<file path="src/rtl/bidarb_pkg.sv">
package bidarb_pkg;
    localparam int TYPE_W = 2;

    typedef enum logic [TYPE_W-1:0] {
        SRC_COS  = 2'd0,
        SRC_TX   = 2'd1,
        SRC_RX   = 2'd2,
        SRC_MISC = 2'd3
    } src_type_e;
endpackage

</file>
<file path="src/rtl/bidarb_pack.sv">
module bidarb_pack #(
    parameter int NUM_SRC = 4,
    parameter int PRIO_W  = 3,
    parameter int FILL_W  = 3,
    parameter int CH_W    = 2,
    parameter int BID_W   = 10
) (
    input  logic [NUM_SRC*PRIO_W-1:0]             src_prio,
    input  logic [NUM_SRC*bidarb_pkg::TYPE_W-1:0] src_type,
    input  logic [NUM_SRC*FILL_W-1:0]             src_fill,
    output logic [NUM_SRC*BID_W-1:0]              bids
);
    localparam int TW = bidarb_pkg::TYPE_W;

    // Each bid is {priority, type, fill, own channel index}.
    for (genvar g = 0; g < NUM_SRC; g++) begin : g_bid
        assign bids[g*BID_W +: BID_W] = {src_prio[g*PRIO_W +: PRIO_W],
                                         src_type[g*TW +: TW],
                                         src_fill[g*FILL_W +: FILL_W],
                                         CH_W'(g)};
    end
endmodule

</file>
<file path="src/rtl/bidarb_scan.sv">
module bidarb_scan #(
    parameter int NUM_SRC = 4,
    parameter int BID_W   = 10
) (
    input  logic                     clk,
    input  logic                     rst_n,
    input  logic [NUM_SRC*BID_W-1:0] bids,
    input  logic [NUM_SRC-1:0]       enable,
    input  logic [NUM_SRC-1:0]       err,
    output logic                     res_valid,
    output logic [BID_W-1:0]         res_bid,
    output logic                     res_err
);
    localparam int CNT_W = $clog2(BID_W);
    localparam logic [CNT_W-1:0] LAST = CNT_W'(BID_W - 1);

    typedef struct packed {
        logic [CNT_W-1:0]         cnt;
        logic [NUM_SRC-1:0]       alive;
        logic [NUM_SRC*BID_W-1:0] snap;
        logic [NUM_SRC-1:0]       snap_err;
        logic                     valid;
        logic [BID_W-1:0]         bid;
        logic                     err;
    } scan_st_t;

    scan_st_t s_d, s_q;

    logic [NUM_SRC-1:0]       cand;
    logic [NUM_SRC-1:0]       col;
    logic [NUM_SRC-1:0]       hit;
    logic [NUM_SRC-1:0]       nxt;
    logic [NUM_SRC*BID_W-1:0] bids_use;
    logic [NUM_SRC-1:0]       err_use;

    always_comb begin
        s_d      = s_q;
        cand     = (s_q.cnt == '0) ? enable : s_q.alive;
        bids_use = (s_q.cnt == '0) ? bids   : s_q.snap;
        err_use  = (s_q.cnt == '0) ? err    : s_q.snap_err;
        if (s_q.cnt == '0) begin
            s_d.snap     = bids;
            s_d.snap_err = err;
        end
        for (int i = 0; i < NUM_SRC; i++) begin
            col[i] = bids_use[i*BID_W + (BID_W - 1) - int'(s_q.cnt)];
        end
        hit       = cand & col;
        nxt       = (|hit) ? hit : cand;
        s_d.alive = nxt;
        if (s_q.cnt == LAST) begin
            s_d.cnt   = '0;
            s_d.valid = |nxt;
            s_d.bid   = '0;
            s_d.err   = 1'b0;
            for (int i = 0; i < NUM_SRC; i++) begin
                if (nxt[i]) begin
                    s_d.bid = s_d.bid | bids_use[i*BID_W +: BID_W];
                    s_d.err = s_d.err | err_use[i];
                end
            end
        end else begin
            s_d.cnt = s_q.cnt + 1'b1;
        end
    end

    always_ff @(posedge clk or negedge rst_n) begin
        if (!rst_n) s_q <= '0;
        else        s_q <= s_d;
    end

    assign res_valid = s_q.valid;
    assign res_bid   = s_q.bid;
    assign res_err   = s_q.err;

    // the channel field makes every bid distinct, so one survivor at most
    p_single_winner_r6: assert property (@(posedge clk) disable iff (!rst_n)
        (s_q.cnt == '0) |-> $onehot0(s_q.alive));

    // the bit counter stays inside one scan window
    p_cnt_range_r12: assert property (@(posedge clk) disable iff (!rst_n)
        s_q.cnt <= LAST);
endmodule

</file>
<file path="src/rtl/bidarb_cir.sv">
module bidarb_cir #(
    parameter int BID_W  = 10,
    parameter int TYPE_L = 5
) (
    input  logic             clk,
    input  logic             rst_n,
    input  logic             iack_n,
    input  logic             update_cmd,
    input  logic             res_valid,
    input  logic [BID_W-1:0] res_bid,
    input  logic             res_err,
    output logic             cir_valid,
    output logic [BID_W-1:0] cir_bid,
    output logic             cir_err
);
    import bidarb_pkg::*;

    typedef struct packed {
        logic             iack_prev;
        logic             valid;
        logic [BID_W-1:0] bid;
        logic             err;
    } cir_st_t;

    cir_st_t c_d, c_q;
    logic    cap;

    always_comb begin
        c_d           = c_q;
        c_d.iack_prev = iack_n;
        cap           = (!iack_n && c_q.iack_prev) || update_cmd;
        if (cap) begin
            c_d.valid = res_valid;
            c_d.bid   = res_bid;
            c_d.err   = res_err && (res_bid[TYPE_L +: TYPE_W] == SRC_RX);
        end
    end

    always_ff @(posedge clk or negedge rst_n) begin
        if (!rst_n) begin
            c_q           <= '0;
            c_q.iack_prev <= 1'b1;
        end else begin
            c_q <= c_d;
        end
    end

    assign cir_valid = c_q.valid;
    assign cir_bid   = c_q.bid;
    assign cir_err   = c_q.err;

    // a capture takes the result presented by the scanner
    p_capture_r7: assert property (@(posedge clk) disable iff (!rst_n)
        cap |=> (cir_bid == $past(res_bid)) && (cir_valid == $past(res_valid)));

    // without a capture request the register holds its value
    p_hold_r7: assert property (@(posedge clk) disable iff (!rst_n)
        !cap |=> $stable(cir_bid) && $stable(cir_valid) && $stable(cir_err));

    // the error flag only accompanies a receive type
    p_err_rx_r10: assert property (@(posedge clk) disable iff (!rst_n)
        cir_err |-> (cir_bid[TYPE_L +: TYPE_W] == SRC_RX));
endmodule

</file>
<file path="src/rtl/bid_irq_arbiter.sv">
module bid_irq_arbiter #(
    parameter  int NUM_SRC = 4,
    parameter  int PRIO_W  = 3,
    parameter  int FILL_W  = 3,
    localparam int CH_W    = $clog2(NUM_SRC),
    localparam int TW      = bidarb_pkg::TYPE_W,
    localparam int BID_W   = PRIO_W + TW + FILL_W + CH_W
) (
    input  logic                      clk,
    input  logic                      rst_n,
    input  logic [NUM_SRC-1:0]        src_req,
    input  logic [NUM_SRC-1:0]        irq_mask,
    input  logic [NUM_SRC*PRIO_W-1:0] src_prio,
    input  logic [NUM_SRC*TW-1:0]     src_type,
    input  logic [NUM_SRC*FILL_W-1:0] src_fill,
    input  logic [NUM_SRC-1:0]        src_err,
    input  logic [BID_W-1:0]          threshold,
    input  logic                      iack_n,
    input  logic                      update_cmd,
    output logic                      irq_n,
    output logic                      cir_valid,
    output logic [PRIO_W-1:0]         cir_prio,
    output logic [TW-1:0]             cir_type,
    output logic [FILL_W-1:0]         cir_fill,
    output logic [CH_W-1:0]           cir_chan,
    output logic                      cir_err
);
    localparam int FILL_L = CH_W;
    localparam int TYPE_L = CH_W + FILL_W;
    localparam int PRIO_L = CH_W + FILL_W + TW;

    logic [NUM_SRC*BID_W-1:0] bids;
    logic [NUM_SRC-1:0]       enable;
    logic                     res_valid;
    logic [BID_W-1:0]         res_bid;
    logic                     res_err;
    logic [BID_W-1:0]         cir_bid;

    assign enable = src_req & irq_mask;

    bidarb_pack #(
        .NUM_SRC(NUM_SRC), .PRIO_W(PRIO_W), .FILL_W(FILL_W),
        .CH_W(CH_W), .BID_W(BID_W)
    ) u_pack (
        .src_prio(src_prio), .src_type(src_type), .src_fill(src_fill),
        .bids(bids)
    );

    bidarb_scan #(.NUM_SRC(NUM_SRC), .BID_W(BID_W)) u_scan (
        .clk(clk), .rst_n(rst_n), .bids(bids), .enable(enable), .err(src_err),
        .res_valid(res_valid), .res_bid(res_bid), .res_err(res_err)
    );

    bidarb_cir #(.BID_W(BID_W), .TYPE_L(TYPE_L)) u_cir (
        .clk(clk), .rst_n(rst_n), .iack_n(iack_n), .update_cmd(update_cmd),
        .res_valid(res_valid), .res_bid(res_bid), .res_err(res_err),
        .cir_valid(cir_valid), .cir_bid(cir_bid), .cir_err(cir_err)
    );

    assign irq_n    = !(res_valid && (res_bid > threshold));
    assign cir_chan = cir_bid[0 +: CH_W];
    assign cir_fill = cir_bid[FILL_L +: FILL_W];
    assign cir_type = cir_bid[TYPE_L +: TW];
    assign cir_prio = cir_bid[PRIO_L +: PRIO_W];

    // a raised request always leaves a real winner to capture
    p_irq_cap_r4: assert property (@(posedge clk) disable iff (!rst_n)
        (!irq_n && update_cmd) |=> cir_valid);

    // an empty capture carries no fields
    p_empty_cir_r11: assert property (@(posedge clk) disable iff (!rst_n)
        !cir_valid |-> (cir_bid == '0) && !cir_err);
endmodule

</file>
<file path="config.mk">
export PLATFORM = sky130hd
export DESIGN_NAME = bid_irq_arbiter
export DESIGN_NICKNAME = d
export VERILOG_FILES = /design/src/rtl/bidarb_pkg.sv /design/src/rtl/bidarb_pack.sv /design/src/rtl/bidarb_scan.sv /design/src/rtl/bidarb_cir.sv /design/src/rtl/bid_irq_arbiter.sv
export SDC_FILE = /design/constraint.sdc
export NUM_CORES = 1
export LEC_CHECK = 0
export BUFFER_PORTS_ARGS = -buffer_cell sky130_fd_sc_hd__clkbuf_2
export CAP_MARGIN = 25
export CORE_MARGIN = 4
export CORE_UTILIZATION = 60
export DETAILED_ROUTE_END_ITERATION = 8
export GPL_TIMING_DRIVEN = 0
export PLACE_DENSITY = 0.92
export SLEW_MARGIN = 10
export SYNTH_ARGS = -nofsm -noshare
export SYNTH_HDL_FRONTEND = slang
export SYNTH_SLANG_ARGS = --single-unit
</file>
<file path="constraint.sdc">
create_clock -name clk -period 6.3 [get_ports clk]
set_input_delay 0.315 -clock clk [delete_from_list [all_inputs] [get_ports clk]]
set_output_delay 0.315 -clock clk [all_outputs]
set_load 0.02 [all_outputs]
</file>
Word level (Yosys, flattened, before mapping)
Index checks and enable logic that the tools add are counted.
{"block": "classes", "n_eq_ne": 2, "n_shift": 0, "bitwise_logic": 8, "reduce_logical": 9, "mux": 24, "mul": 0, "div": 0, "n_lt_le_gt_ge": 5, "n_addsub": 5}
{"operator": "32-bit by 8-bit less-than comparator with 1-bit output (second input constant)", "n": 4}
{"operator": "11-bit 2-to-1 mux", "n": 7}
{"operator": "40-bit 2-to-1 mux", "n": 1}
{"operator": "10-bit OR", "n": 3}
{"operator": "1-bit binary-select mux with 6-bit select", "n": 4}
{"operator": "4-bit 2-to-1 mux", "n": 4}
{"operator": "5-bit by 4-bit subtractor with 6-bit output (first input constant)", "n": 2}
{"operator": "10-bit greater-than comparator", "n": 1}
{"operator": "4-bit bitwise AND", "n": 2}
{"operator": "1-bit 2-to-1 mux", "n": 8}
{"operator": "4-bit OR reduction", "n": 2}
{"operator": "6-bit by 4-bit subtractor with 7-bit output (first input constant)", "n": 1}
{"operator": "4-bit by 4-bit subtractor with 5-bit output (first input constant)", "n": 1}
{"operator": "4-bit by 1-bit adder with 4-bit output (second input constant)", "n": 1}
{"operator": "4-bit == test (second input constant)", "n": 1}
{"operator": "4-bit zero test", "n": 1}
{"operator": "1-bit logical AND", "n": 3}
{"operator": "1-bit OR", "n": 3}
{"operator": "2-bit == test (second input constant)", "n": 1}
{"operator": "1-bit zero test", "n": 2}
{"operator": "1-bit logical OR", "n": 1}
{"block": "word_totals", "ff_bits": 73, "memories": 0, "latchBits": 0, "wordCells": 64, "rom_bits": 0, "mem_bits_rw": 0, "out_inout_bits": 13}

Logic depth before layout (Yosys ltp)
Gate-level depths: netlist of run 1.
{"block": "logic_depth", "word_depth": 18, "depth_mapped": 16, "ltp_nobuf": 10}

Cells and area by module
A second synthesis of run 1 with hierarchy kept.
{"block": "hier_totals", "hier_cells": 527, "area_unflattened_um2": 5600.4}
{"module": "bidarb_scan", "instances": 1, "cells_per_inst": 406, "area_each_um2": 4438.0, "seq_area_each_um2": 1601.5}
{"module": "bidarb_cir", "instances": 1, "cells_per_inst": 40, "area_each_um2": 568.0, "seq_area_each_um2": 326.6}
{"module": "bidarb_pack", "instances": 1, "cells_per_inst": 42, "area_each_um2": 307.8, "seq_area_each_um2": 0.0}
{"module": "bid_irq_arbiter", "instances": 1, "cells_per_inst": 39, "area_each_um2": 286.5, "seq_area_each_um2": 0.0}

Worst setup path after synthesis of run 1
Ideal clock, no wire load.
{"block": "synth_timing", "path_kind": "register -> register", "start": "register u_scan.s_q[60] (netlist name)", "end": "register u_scan.s_q, in the netlist u_scan.res_bid[6]", "arrival_time_ns": 3.521, "slack_ns": 2.653, "n_path_buf": 6, "setup_ns": 0.126, "stages_incl_launch_ff": 17, "cell_sequence": "dfrtp_1 buf_2 inv_1 clkbuf_1 ha_1 buf_4 nand2_4 buf_6 buf_2 mux2_2 a22oi_1 nand4_1 a21o_1 buf_2 a221oi_1 a21bo_2 o32a_1"}
{"block": "synth_between", "elab_chain_cells": 18, "word_cells_on_any_way": 33}
{"element": "from (decl)", "line_no": "bidarb_scan.sv:27", "source": "scan_st_t s_d, s_q;"}
{"element": "from (signal assigned)", "line_no": "bidarb_scan.sv:68", "source": "if (!rst_n) s_q <= '0;"}
{"element": "from (signal assigned)", "line_no": "bidarb_scan.sv:69", "source": "else s_q <= s_d;"}
{"element": "parallel branches: the longest is 18 deep, another holds 6-bit by 4-bit subtractor with 7-bit output"}
Several ways; the timed one is not identified. The select of a mux whose other input is x is not followed.
A chain may end at the register's enable or synchronous reset.

Worst setup path in the final report of run 1
Ends and elaborated chain as after synthesis.

==> metrics.md, run 1 <==
| Metric | Value |
|---|---|
| Syn avg cell area | between 9 and 10 sq um |
| Worst Hold Depth | 1 |
| Area grow syn2layout | 16.9% |
| Largest net degree at the start of global routing | 52 |
| CP Capture Type | flip-flop |
| Setup Viol. Count Final | 0 |
| Most used DFF post-synth | dfrtp_1 |
| Worst-margin pin slew | 0.650 ns |
| Type of the worst setup path | reg2reg |
| Max transition margin | between 50% and 60% |
| Overall global routing resource usage | around a third |
| Routed WL | ~14000 microns |
| RR Startpoint | u_scan.s_q[60] |
| Die Ht | roughly 95 microns |
| Clock net sink count | 70 |
| Min Clock Period, post-route | roughly 5.0 ns |
| Core box area | around 7300 sq um |
| First-pass DRT Iterations | 5 |
| # IOs | between 70 and 80 |
| Worst-path clk slew | about 0.080 ns |
| Drt first-iter violations | between 500 and 600 |
| Inserted Clock Buffers | 9 |
| Number of diodes | 0 |
| Mapped Nets | between 500 and 600 |
| Fmax | roughly 0.20 GHz |
| Leak Pwr | 2.60 nW |
| Reg2Reg Depth | 16 |
| Root buffer cell | clkbuf_8 |
| Placer Congestion | between 0.9 and 1 |
| Final Hold Fails | 0 |
| Syn Inst Count | 475 |
| Critical path arrival | roughly 5.3 ns |
| Total congestion overflow | 0 |
| Vias in the first global route | 4231 |
| CTS tree | built |
| Sequential area share after synthesis | between 30% and 40% |
| Critical path startpoint | u_scan.s_q[60] |
| DRC Markers | 0 |
| Max Fanout on Critical Path | 10 |
| Drt wl/cell | between 20 and 25 microns |
| Warnings from Yosys | 0 |
| Initial Util | about 62% |
| Outcome | finished clean |
| Die area | just over 9000 sq um |
| Clk buf depth | 2 |
| Reg2reg end | u_scan.res_bid[6] |
| Post-synth cell types | between 60 and 70 |
| Startpoint types | flip-flop |
| Synthesized area | ~4600 sq um |
| Min-Delay Endpoint | u_cir.c_q[12] |
| Share of cells above drive strength 1 | around a quarter |
| Fin nets | around 640 |
| Final ANT Viol Nets | 0 |
| Buffers on Ports | 70 |
| CP Data Required Time | approximately 6.6 ns |
| Row Count | 31 |
| HP Class | in2reg |
| DP HPWL | around 11000 microns |
| Final Cycle Share | 79.4% |
| Maximum vdd ir drop | around 250 uV |
| First-pass GRT wire length | 21800 microns |
| EDFF count, synth | 0 |
| Final Max Tran Viols | 0 |
| Clk_skew | between 0.015 and 0.02 ns |
| Maxcap violations | 0 |
| DR vias | around 4300 |
| Clock Latency Late Sink | about 0.37 ns |
| Post-synth ARST share | 100% |
| Initial antenna violation count | 0 |
| Min-delay src | iack_n |
| Utilization after layout | between 70% and 80% |
| Die W | 95.1 microns |
| Setup slack, reg-to-reg | roughly 1.3 ns |
| Total Neg Setup Slack | 0 ns |
| RSZ-0062 raised after global routing | no |
| Vias per cell | roughly 6.5 |
| FF+latch count, synth | 70 |
| Pwr/cell area | 310 nW/um^2 |
| H-tree levels | 3 |
==> worst max-delay path by stage <==
| stage | end | slack, ns | depth (start not counted) |
|---|---|---|---|
| 6_report | u_scan.res_bid[6] | 1.30 | 16 |
| 5_1_grt | u_scan.res_bid[2] | 1.12 | 16 |
| 4_1_cts | u_scan.res_bid[6] | 1.42 | 16 |
| 3_5_place_dp | u_scan.res_bid[6] | 1.50 | 16 |
| 3_3_place_gp | u_scan.res_bid[6] | 1.54 | 16 |
| 2_1_floorplan | u_scan.res_bid[6] | 2.65 | 16 |
==> worst max-delay path: stages, from the launching register on <==
cell       delay, ns
dfrtp_1         0.46
buf_2           0.31
inv_1           0.12
clkbuf_1        0.32
ha_1            0.32
buf_4           0.18
nand2_4         0.21
buf_6           0.21
clkbuf_1        0.51
mux2i_1         0.43
a2bb2oi_1       0.21
a21oi_1         0.11
o211a_1         0.31
a41oi_1         0.28
clkbuf_1        0.40
a21oi_1         0.11
o32a_1          0.36
==> cell type report <==
class,instances,area [sq um]
Tap cell,99,124
Clock inverter,6,116
Inverter,32,120
Timing Repair Buffer,72,390
Clock buffer,10,138
Multi-Input combinational cell,334,2480
Sequential cell,70,1750
Buffer,39,200
Fill cell,557,2010
==> power by group <==
group | total [mW] | internal [mW] | switching (mW) | leakage [nW]
clock | 0.472 | 0.277 | 0.194 | 0.127
sequential | 0.612 | 0.546 | 0.0656 | 0.806
combinational | 0.568 | 0.262 | 0.306 | 1.67
total | 1.65 | 1.09 | 0.566 | 2.60
==> placed cells by master, fill, tap and decap left out, drive strengths merged, types with 3 or more instances in the layout <==
cell	Yosys	final
o211ai	3	3
mux2i	23	23
o21ai	10	10
inv	32	34
bufinv	0	3
nand4	5	5
nand2	77	77
o2111ai	3	3
and2	5	5
nor3	4	4
a221oi	9	9
mux4	8	8
dfrtp	69	69
a211o	3	3
nor2b	5	5
and3	6	6
ha	20	20
nand3	8	8
nand2b	11	11
a21boi	9	9
nor2	18	18
and4	3	3
a41oi	9	9
a31oi	3	3
mux2	20	20
clkbuf	21	101
a21o	9	9
a211oi	5	5
a21oi	12	12
buf	18	19
or2	8	8
==> state kept, by name (all words and copies together) (netlist names) <==
name and flops:
u_cir.cir_err 1, u_cir.c_q 1, u_cir.cir_bid 10, u_scan.res_valid 1, u_cir.cir_valid 1, u_scan.res_bid 10
u_scan.res_err 1, u_scan.s_q 45
==> stage by stage <==
step	setup WS [ns]	cells	hold slack, ns	cell area (sq um)	total power, mW
CTS	1.42	662	0.0414	5320	1.64
floorplan	2.65	475	0.0194	4560	0.993
global route	1.12	662	0.0359	5320	1.73
detailed placement	1.50	645	0.264	5060	1.17
global placement	1.54	644	0.415	5030	1.15
finish	1.30	662	0.0378	5320	1.65
==> timing repair <==
action,CTS,global route
setup endpoints to repair,0,0
buffers inserted,0,0
gates resized for setup,0,0
endpoints found under the hold margin,19,0
hold buffers,1,0
==> synthesized netlist by cell type (all sizes together), types with 2 or more instances <==
| cell type | instances | area share [%] |
|---|---|---|
| nand2 | 77 | 6.5 |
| clkbuf | 21 | 1.7 |
| a211o | 3 | 0.58 |
| nor3 | 4 | 0.44 |
| and3 | 6 | 0.82 |
| a41oi | 9 | 1.7 |
| a211oi | 5 | 0.82 |
| o2111ai | 3 | 0.58 |
| a32oi | 2 | 0.38 |
| nand3 | 8 | 0.88 |
| and2 | 5 | 0.69 |
| nand4 | 5 | 0.69 |
| a21o | 9 | 1.5 |
| a21oi | 12 | 1.3 |
| ha | 20 | 5.5 |
| mux2 | 20 | 4.9 |
| nor4b | 2 | 0.38 |
| a221oi | 9 | 1.7 |
| mux4 | 8 | 4.3 |
| o211ai | 3 | 0.49 |
| mux2i | 23 | 5.1 |
| a22oi | 2 | 0.33 |
| o21ai | 10 | 1.1 |
| xnor2 | 2 | 0.38 |
| nand2b | 11 | 1.5 |
| inv | 32 | 2.6 |
| nor2 | 18 | 1.5 |
| o31ai | 2 | 0.33 |
| or2 | 8 | 1.1 |
| o221ai | 2 | 0.38 |
| dfrtp | 69 | 38 |
| and4 | 3 | 0.58 |
| a21boi | 9 | 1.5 |
| nor2b | 5 | 0.69 |
| a31oi | 3 | 0.41 |
| buf | 18 | 2.7 |
| o22ai | 2 | 0.27 |
==> cell families after synthesis <==
logic type	Yosys count	share of synthesized area [%]
flops	70	38.5
xor+xnor	3	0.577
compound gates	102	17.2
simple gates	158	16.9
mux	51	14.3
fa+ha+maj	20	5.49
buf+inv	71	7.03
==> per-layer routing <==
metal	track usage, %	vias up	part of all wire [%]
li1	-	1878	-
met1	40.5	2035	37
met2	51.7	304	47
met3	8.60	67	10
met4	17.2	0	5.2
met5	0	-	0
No activity file was read; power rests on OpenSTA's default activity.
==> run 2: changes to the inputs <==
--- a/config.mk
+++ b/config.mk
@@ -8,10 +8,10 @@
 export BUFFER_PORTS_ARGS = -buffer_cell sky130_fd_sc_hd__clkbuf_2
 export CAP_MARGIN = 25
 export CORE_MARGIN = 4
-export CORE_UTILIZATION = 60
+export CORE_UTILIZATION = 58
 export DETAILED_ROUTE_END_ITERATION = 8
 export GPL_TIMING_DRIVEN = 0
-export PLACE_DENSITY = 0.92
+export PLACE_DENSITY = 0.89
 export SLEW_MARGIN = 10
 export SYNTH_ARGS = -nofsm -noshare
 export SYNTH_HDL_FRONTEND = slang
==> constraint.sdc (replaced) <==
create_clock -name clk -period 4.65 [get_ports clk]
set_input_delay 0.2325 -clock clk [delete_from_list [all_inputs] [get_ports clk]]
set_output_delay 0.2325 -clock clk [all_outputs]
set_load 0.02 [all_outputs]
==> run 2 against run 1 <==
  * Sequential cell count did not move
  * Cell count rose by 0.30%
  * Sequential power rose by 36%
  * Fmax rose by 12%
  * Routed wire length fell by 0.44%
  * Combinational power rose by 36%
  * Worst setup slack got worse by 1.1 ns
  * Worst hold slack improved by 0.079 ns
==> metrics.md, run 2 (synthesis gave the netlist of run 1 again) <==
| Metric | Value |
|---|---|
| Outcome | finished clean |
| Drt wl/cell | 21.0 microns |
| Row Count | 32 |
| Largest net degree at the start of global routing | 59 |
| Fmax | roughly 0.22 GHz |
| Placed Instance Area | ~5100 sq um |
| Max transition margin | around 58% |
| Die area | 9340 sq um |
| Initial antenna violation count | 0 |
| Inserted Clock Buffers | 9 |
| Maximum vdd ir drop | between 300 and 400 uV |
| Most common cell after layout, fill and taps aside | nand2_1 |
| DR vias | about 4300 |
| Worst-path clk slew | about 0.080 ns |
| Clock Latency Late Sink | 0.37 ns |
| Setup Viol. Count Final | 0 |
| Placer Congestion | 0.997 |
| Core box area | 7690 sq um |
| Final ANT Viol Nets | 0 |
| CP Data Required Time | slightly below 5 ns |
| Setup slack, reg-to-reg | ~0.2 ns |
| Buffers on Ports | 70 |
| Die Ht | about 97 microns |
| Clk buf depth | 2 |
| Utilization after layout | around 69% |
| CTS tree | built |
| Critical path arrival | around 4.7 ns |
| Min Clock Period, post-route | 4.45 ns |
| RSZ-0062 raised after global routing | no |
| Total Neg Setup Slack | 0 ns |
| H-tree levels | 3 |
| Overall global routing resource usage | ~30% |
| Root buffer cell | clkbuf_8 |
| Leak Pwr | 2.59 nW |
| CP Capture Type | flip-flop |
| Commonest non-fill, non-tap cells in the layout | 76 x nand2_1, 75 x clkbuf_2, 69 x dfrtp_1 |
| Vias in the first global route | 4318 |
| Maxcap violations | 0 |
| Clock net sink count | 70 |
| Fin nets | between 600 and 700 |
| Total congestion overflow | 0 |
| RR Startpoint | u_scan.s_q[61] |
| Postcts setup bufs | 0 |
| Reg with most FFs | u_scan.s_q |
| Area grow syn2layout | 16.2% |
| Clk_skew | 0.0178 ns |
| Pwr/cell area | 407 nW/um^2 |
| Vias per cell | about 6.4 |
| Reg2reg end | u_scan.res_bid[6] |
| Final total power | between 2 and 2.5 mW |
| Min-Delay Endpoint | u_scan.s_q[44] |
| Largest register FFs | 45 |
| Post-route cell area | about 5300 sq um |
| Final Hold Fails | 0 |
| Final Max Tran Viols | 0 |
| Worst-margin pin slew | 0.633 ns |
| # IOs | between 70 and 80 |
| Worst Hold Depth | 3 |
| Die W | 96.6 microns |
| DP HPWL | around 11000 microns |
| Final Cycle Share | between 90% and 100% |
| Initial Util | 59.3% |
| Startpoint types | flip-flop |
| Type of the worst setup path | reg2reg |
| Min-delay src | src_prio[7] |
| Hold WS | roughly 0.12 ns |
| Reg2Reg Depth | 15 |
| DRC Markers | 0 |
| First-pass DRT Iterations | 5 |
| Drt first-iter violations | roughly 530 |
| Routed WL | roughly 14000 microns |
| First-pass GRT wire length | 22500 microns |
| Share of cells above drive strength 1 | between 20% and 30% |
| Max Fanout on Critical Path | 11 |
| HP Class | in2reg |
-- run 2: cell types whose count changed in the layout (fill, tap and decap cells not counted), sizes merged --
cell / previous run / this run
dlygate4sd3: 1 / 2
bufinv: 3 / 2
buf: 19 / 17
clkinvlp: 0 / 1
inv: 34 / 32
clkbuf: 101 / 102
diode: 0 / 1
-- run 2: stage by stage --
| stage | instances | setup slack (ns) |
|---|---|---|
| global route | 663 | 0.0348 |
| floorplan | 475 | 1.00 |
| finish | 664 | 0.203 |
| global placement | 647 | 0.00373 |
| CTS | 665 | 0.0607 |
| detailed placement | 648 | -0.0570 |
-- run 2: area by class of cell --
class                      instances  area [sq um]
buffer                            37           201
clock inverter                     4          72.6
inverter                          32           120
multi-input combinational        334          2490
antenna                            1          2.50
tap                              102           128
sequential                        70          1750
fill                             620          2390
clock buffer                      11           131
timing repair buffer              73           400
-- run 2: how the worst max path moves through the flow --
stage | from | end | slack (ns) | depth (start not counted)
2_1_floorplan | u_scan.s_q[60] | u_scan.res_bid[6] | 1.00 | 16
6_report | u_scan.s_q[61] | u_scan.res_bid[6] | 0.20 | 15
3_3_place_gp | u_scan.s_q[60] | u_scan.res_bid[6] | 0.004 | 16
3_5_place_dp | u_scan.s_q[60] | u_scan.res_bid[6] | -0.06 | 16
4_1_cts | u_scan.s_q[60] | u_scan.res_bid[5] | 0.06 | 16
5_1_grt | u_scan.s_q[61] | u_scan.res_bid[6] | 0.03 | 15
-- run 2: critical path: stages, from the launching register on --
cell and delay [ns]:
dfrtp_1 0.43, buf_2 0.22, inv_1 0.08, clkbuf_1 0.42, ha_1 0.26, buf_4 0.18
and2_1 0.14, clkbuf_1 0.45, mux2i_1 0.45, a41o_1 0.23, a211oi_1 0.05, a221o_1 0.39
a41oi_1 0.30, clkbuf_2 0.30, a21oi_1 0.09, o32a_1 0.35
-- run 2: power breakdown --
| part | internal, mW | switching (mW) |
|---|---|---|
| Combinational | 0.359 | 0.414 |
| Clock | 0.299 | 0.247 |
| Sequential | 0.740 | 0.0938 |
| Total | 1.40 | 0.755 |
-- run 2: per-layer routing --
layer / GRT usage [%] / wire length (microns) / vias to the layer above
met5: 0 / 0 / -
met4: 16.6 / 726 / 0
met3: 8.36 / 1350 / 63
met2: 47.5 / 6510 / 279
met1: 37.4 / 5350 / 2033
li1: - / - / 1876
-- run 2: what timing repair did --
| item | 4_1_cts | 5_1_grt |
|---|---|---|
| hold buffers | 2 | 0 |
| gates resized for setup | 2 | 10 |
| endpoints found under the hold margin | 13 | 0 |
| setup endpoints to repair | 1 | 13 |
| pin swaps | 0 | 0 |
